===== config.mk =====
export PLATFORM = sky130hd
export DESIGN_NAME = obr_reg
export DESIGN_NICKNAME = d
export VERILOG_FILES = /design/src/rtl/obr_pkg.sv /design/src/rtl/obr_gate.sv /design/src/rtl/obr_chain.sv /design/src/rtl/obr_store.sv /design/src/rtl/obr_reg.sv
export SDC_FILE = /design/constraint.sdc
export NUM_CORES = 1
export LEC_CHECK = 0
export BUFFER_PORTS_ARGS = -buffer_cell sky130_fd_sc_hd__buf_2
export CAP_MARGIN = 20
export CELL_PAD_IN_SITES_DETAIL_PLACEMENT = 2
export CELL_PAD_IN_SITES_GLOBAL_PLACEMENT = 2
export CORE_AREA = 5 5 67 69
export DETAILED_ROUTE_END_ITERATION = 7
export DIE_AREA = 0 0 72 74
export PLACE_DENSITY_LB_ADDON = 0.1
export REMOVE_ABC_BUFFERS = 1
export SYNTH_ARGS = -nofsm -noshare
export SYNTH_HDL_FRONTEND = slang
export SYNTH_SLANG_ARGS = --single-unit
export TNS_END_PERCENT = 20

===== constraint.sdc =====
create_clock -name clk -period 1 [get_ports clk]
set_input_delay 0.05 -clock clk [delete_from_list [all_inputs] [get_ports clk]]
set_output_delay 0.05 -clock clk [all_outputs]
set_load 0.01 [all_outputs]

===== src/rtl/obr_pkg.sv =====
package obr_pkg;

  typedef enum logic [1:0] {
    OBR_RST_NONE  = 2'd0,
    OBR_RST_SYNC  = 2'd1,
    OBR_RST_ASYNC = 2'd2
  } obr_rst_e;

  localparam int OBR_MAX_PORTS = 5;

  // Index of the highest set enable bit, or -1 when none is set.
  function automatic int obr_last_port(input logic [OBR_MAX_PORTS-1:0] en);
    int r;
    r = -1;
    for (int i = 0; i < OBR_MAX_PORTS; i++) begin
      if (en[i]) r = i;
    end
    return r;
  endfunction

  // True when any enable bit is set.
  function automatic logic obr_any(input logic [OBR_MAX_PORTS-1:0] en);
    return obr_last_port(en) >= 0;
  endfunction

endpackage


===== src/rtl/obr_gate.sv =====
module obr_gate #(
  parameter int NPORTS = 3
) (
  input  logic [NPORTS-1:0] en_in,
  input  logic              block,
  output logic [NPORTS-1:0] en_out,
  output logic              any_out
);
  import obr_pkg::*;

  logic [OBR_MAX_PORTS-1:0] en_pad;

  for (genvar g = 0; g < NPORTS; g++) begin : g_mask
    assign en_out[g] = en_in[g] & ~block;
  end

  always_comb begin
    en_pad = '0;
    en_pad[NPORTS-1:0] = en_out;
  end

  assign any_out = obr_any(en_pad);

endmodule


===== src/rtl/obr_chain.sv =====
module obr_chain #(
  parameter int WIDTH  = 8,
  parameter int NPORTS = 3
) (
  input  logic [WIDTH-1:0]        q,
  input  logic [NPORTS-1:0]       en,
  input  logic [NPORTS*WIDTH-1:0] wdata,
  output logic [NPORTS*WIDTH-1:0] rdata,
  output logic [WIDTH-1:0]        nxt
);
  // stg[k] is the value seen after ports 0..k-1 have acted.
  logic [WIDTH-1:0] stg [NPORTS+1];

  assign stg[0] = q;

  for (genvar g = 0; g < NPORTS; g++) begin : g_stage
    assign rdata[g*WIDTH +: WIDTH] = stg[g];
    assign stg[g+1] = en[g] ? wdata[g*WIDTH +: WIDTH] : stg[g];
  end

  assign nxt = stg[NPORTS];

endmodule


===== src/rtl/obr_store.sv =====
module obr_store
  import obr_pkg::*;
#(
  parameter int             WIDTH     = 8,
  parameter obr_rst_e       RST_STYLE = OBR_RST_SYNC,
  parameter logic [WIDTH-1:0] RST_VAL = '0
) (
  input  logic             clk,
  input  logic             rst_n,
  input  logic             load,
  input  logic [WIDTH-1:0] d,
  output logic [WIDTH-1:0] q
);

  if (RST_STYLE == OBR_RST_ASYNC) begin : g_async
    always_ff @(posedge clk or negedge rst_n) begin
      if (!rst_n)    q <= RST_VAL;
      else if (load) q <= d;
    end

    always @(posedge clk) begin
      if (!rst_n) begin
        AST_ASYNC_HELD: assert (q == RST_VAL);
      end
    end
  end else if (RST_STYLE == OBR_RST_SYNC) begin : g_sync
    always_ff @(posedge clk) begin
      if (!rst_n)    q <= RST_VAL;
      else if (load) q <= d;
    end

    AST_SYNC_LOAD: assert property (@(posedge clk)
      !rst_n |=> q == RST_VAL);
  end else begin : g_none
    always_ff @(posedge clk) begin
      if (load) q <= d;
    end
  end

endmodule


===== src/rtl/obr_reg.sv =====
module obr_reg
  import obr_pkg::*;
#(
  parameter int               WIDTH     = 8,
  parameter int               NPORTS    = 3,
  parameter obr_rst_e         RST_STYLE = OBR_RST_SYNC,
  parameter logic [WIDTH-1:0] RST_VAL   = '0
) (
  input  logic                    clk,
  input  logic                    rst_n,
  input  logic [NPORTS-1:0]       wr_en,
  input  logic [NPORTS*WIDTH-1:0] wr_data,
  output logic [NPORTS*WIDTH-1:0] rd_data
);

  localparam int PAD = OBR_MAX_PORTS;

  logic              block_wr;
  logic [NPORTS-1:0] eff_en;
  logic              any_wr;
  logic [WIDTH-1:0]  q;
  logic [WIDTH-1:0]  nxt;

  // Named views for the assertions.
  logic [WIDTH-1:0]  wd_arr [NPORTS];
  logic [WIDTH-1:0]  rd_arr [NPORTS];
  logic [PAD-1:0]    en_pad;
  int                last_idx;
  logic [WIDTH-1:0]  last_data;

  if (RST_STYLE == OBR_RST_ASYNC) begin : g_blk_async
    assign block_wr = ~rst_n;
  end else begin : g_blk_open
    assign block_wr = 1'b0;
  end

  obr_gate #(.NPORTS(NPORTS)) u_gate (
    .en_in  (wr_en),
    .block  (block_wr),
    .en_out (eff_en),
    .any_out(any_wr)
  );

  obr_chain #(.WIDTH(WIDTH), .NPORTS(NPORTS)) u_chain (
    .q    (q),
    .en   (eff_en),
    .wdata(wr_data),
    .rdata(rd_data),
    .nxt  (nxt)
  );

  obr_store #(.WIDTH(WIDTH), .RST_STYLE(RST_STYLE), .RST_VAL(RST_VAL)) u_store (
    .clk  (clk),
    .rst_n(rst_n),
    .load (any_wr),
    .d    (nxt),
    .q    (q)
  );

  for (genvar g = 0; g < NPORTS; g++) begin : g_view
    assign wd_arr[g] = wr_data[g*WIDTH +: WIDTH];
    assign rd_arr[g] = rd_data[g*WIDTH +: WIDTH];
  end

  always_comb begin
    en_pad = '0;
    en_pad[NPORTS-1:0] = eff_en;
    last_idx  = obr_last_port(en_pad);
    last_data = q;
    for (int i = 0; i < NPORTS; i++) begin
      if (i == last_idx) last_data = wd_arr[i];
    end
  end

  AST_PORT0_STORED: assert property (@(posedge clk) disable iff (!rst_n)
    rd_arr[0] == q);

  for (genvar g = 1; g < NPORTS; g++) begin : g_fwd_chk
    AST_FWD_TAKE: assert property (@(posedge clk) disable iff (!rst_n)
      eff_en[g-1] |-> rd_arr[g] == wd_arr[g-1]);
    AST_FWD_PASS: assert property (@(posedge clk) disable iff (!rst_n)
      !eff_en[g-1] |-> rd_arr[g] == rd_arr[g-1]);
  end

  AST_CAPTURE_LAST: assert property (@(posedge clk) disable iff (!rst_n)
    any_wr |=> q == $past(last_data));

  AST_HOLD_IDLE: assert property (@(posedge clk) disable iff (!rst_n)
    !any_wr |=> q == $past(q));

  if (RST_STYLE == OBR_RST_ASYNC) begin : g_mask_chk
    for (genvar g = 0; g < NPORTS; g++) begin : g_port
      always @(posedge clk) begin
        if (!rst_n) begin
          AST_ASYNC_MASK: assert (rd_arr[g] == RST_VAL);
        end
      end
    end
  end

endmodule


==> metrics.md <==
| Metric | Value |
|---|---|
| Outcome | `complete, but fails checks` |
| Failing checks | `setup timing` |
| Clk buf depth | `2` |
| Final TNS setup | `-1.27 ns` |
| Most frequent cell after synthesis | `a21oi_1` |
| Final hold vios | `0` |
| Core area | `around 0.0039 mm^2` |
| Family with the most delay on the worst path | `flip-flops` |
| Period utilisation layout | `117%` |
| Leakage power | `0.545 nW` |
| Post-DR wirelength/cell | `between 10 and 15 um` |
| Worst clock skew | `0 ns` |
| EDFF count, synth | `0` |
| Dominant cells by area after synthesis | `dfxtp_1 24%, mux2_2 12%, a21oi_1 11%` |
| Biggest area consumer among synthesized cells | `dfxtp_1` |
| GRT overflow | `0` |
| Tightest Pin Transition | `approximately 0.33 ns` |
| P&R area growth vs syn | `60.5%` |
| Area taken by multi-input logic gates | `445 um^2` |
| PD cells | `approximately 1100 mW/mm^2` |
| Total global routing track utilization | `9.94%` |
| WP data arrival | `1.12 ns` |
| Top-area cell type share of the netlist area | `24.4%` |
| Clk slew on worst S/H paths | `0.04 ns` |
| Sequential power share | `31.5%` |
| Antenna cells | `0` |
| Critical Path End Type | `output port` |
| Routed WL | `roughly 2600 um` |
| Remaining antenna violation count | `0` |
| Combinational power share | `a little over a third` |
| Vias | `a little over 800` |
| FFs w/ async S/R, synth | `0%` |
| DRC viols | `0` |
| Maximum clock rate | `0.855 GHz` |
| Main synth FF type | `dfxtp_1` |
| Netlist Area Pre-Place | `about 660 um^2` |
| Later-pin clock latency in the skew report | `~0.22 ns` |
| Slowest stage delay, CP | `just over 0.3 ns` |
| Final min period | `about 1.2 ns` |
| Sequential cell area fraction in the yosys report | `~24%` |
| First-pass iteration count of the detailed router | `2` |
| Netlist cell types | `18` |
| CP Launch Type | `register` |
| Initial core utilization | `between 10% and 20%` |
| FP Rows | `23` |
| Detailed placer's ending HPWL | `2110 um` |
| Sink Count | `8` |
| Total clock buffers created by CTS | `3` |
| RePlAce Congestion | `0.698` |
| Buf/Inv on CP | `1` |
| Register area | `168 um^2` |
| Switching pwr | `343 uW` |
| Worst min path class | `primary input to register` |
| Regs by FF count | `u_store.q: 8 flops` |
| Syn Inst Count | `86` |
| Chip height | `between 70 and 80 um` |
| Fillers | `just under 500` |
| I/O pin total | `53` |
| Largest Register | `u_store.q` |
| Max cap viols | `0` |
| CTS tree | `yes` |
| Dpl cells | `184` |
| Final slew viol count | `0` |
| Total chip power | `1.16 mW` |
| Vias per inst | `~4.3` |
| Initial antenna violation count | `0` |
| Worst path cell trace | `mux2_4 > nor2_2 > a21oi_1 > buf_2` |
| Share of layout cells above drive strength 1 | `slightly below 60%` |
| Synth cell count leaders | `14 x a21oi_1, 9 x nor2_1, 8 x dfxtp_1, 8 x inv_1` |
| Setup ws final | `-0.169 ns` |
| YS warnings | `0` |
| Final Util | `between 20 and 30%` |
| Relative slew slack | `78.2%` |
| CP max FO | `2` |
| Syn Area/Cell | `7.62 um^2` |
| Crit Path Category | `register to output port` |
| H-tree depth | `1` |
| 1st-iter DRT viols | `17` |
| P_int | `between 800 and 900 uW` |
| Total die area | `approximately 0.0053 mm^2` |
| Crit-path slowest cell | `dfxtp_2` |
| Non-Filler Instances | `190` |
| Global-route wire length before repair | `4220 um` |
| Required @ worst endpoint | `between 0.9 and 1 ns` |
| Max reg flops | `8` |
| Worst slack at placement | `-0.143 ns` |
| Unrepaired setup endpoints after global routing | `yes` |
| Die W | `between 70 and 80 um` |
| Synth Register Bits | `8` |
| Largest net degree at the start of global routing | `21` |
| Clk root buf | `clkbuf_8` |
| Number of global-route vias before repair | `~900` |
| # setup viols final | `11` |
| Net Sw Frac | `29.6%` |
| Clock power frac | `a little under a third` |
| Port Buffers | `52` |
| Peak supply drop | `between 0.3 and 0.4 mV` |
| Final #Nets | `171` |
==> worst paths after layout <==
check	slack, ns	cells past startpoint	from	to
worst max register to register	0.10	3	u_store.q[7]	u_store.q[7]
worst min-delay path	0.07	3	wr_data[22]	u_store.q[6]
worst min register to register	0.55	2	u_store.q[1]	u_store.q[1]
worst max-delay path	-0.17	4	u_store.q[3]	rd_data[19]
==> per-stage QoR <==
stage | hold WS (ns) | area [um^2]
global placement | 0.288 | 947
floorplan | 0.153 | 602
detailed placement | 0.308 | 947
global route | 0.0823 | 1050
CTS | 0.0749 | 1040
finish | 0.0744 | 1050
==> area by class of cell <==
cell class / instances / area share, %
Timing Repair Buffer: 58 / 29.0
Clock buffer: 3 / 3.92
Multi-Input combinational cell: 63 / 42.3
Sequential cell: 8 / 15.9
Tap cell: 50 / 5.95
Inverter: 8 / 2.85
==> worst min-delay path: cells and delay by family <==
kind / cells / cell delay [ns]
buffers and inverters: 1 / 0.10
and+or+nand+nor: 1 / 0.05
AOI/OAI and AO/OA: 1 / 0.05
==> routing by layer <==
| metal | up-vias | GRT usage, % | routed length, um |
|---|---|---|---|
| li1 | 407 | - | - |
| met1 | 375 | 11.1 | 1070 |
| met2 | 27 | 18.9 | 1360 |
| met3 | 2 | 2.03 | 135 |
| met4 | 0 | 3.13 | 31 |
| met5 | - | 0 | 0 |
==> what timing repair did <==
item                       4_1_cts  5_1_grt
gates cloned                     0        0
buffers inserted                 3        0
gates resized for setup         10        7
hold buffers                     0        0
pin swaps                        2        1
setup endpoints to repair       15       17
==> placed cells by master (no fill, tap or decap), drive strengths merged <==
cell / Yosys / layout
mux2: 8 / 8
dfxtp: 8 / 8
clkbuf: 1 / 3
nand2: 7 / 7
o21ai: 7 / 7
nor3b: 7 / 7
or3: 1 / 1
buf: 6 / 58
inv: 8 / 8
nand3: 1 / 1
a211o: 7 / 7
nor2: 9 / 9
nor2b: 1 / 1
o41ai: 1 / 1
a21oi: 14 / 14
==> power by group through the flow <==
stage	registers, mW	logic [mW]	clock network (mW)
final	0.364	0.424	0.370
after global routing	0.368	0.470	0.410
after CTS	0.364	0.424	0.383
after detailed placement	0.368	0.393	0
after global placement	0.368	0.384	0
after floorplan	0.376	0.169	0
==> logic make-up after synthesis <==
family	Yosys count	synth area share [%]
flops	8	24.4
simple gates	26	20.6
compound gates	29	27.9
buf+inv	15	12.8
mux	8	14.3
Power figures use the tool's default switching activity.
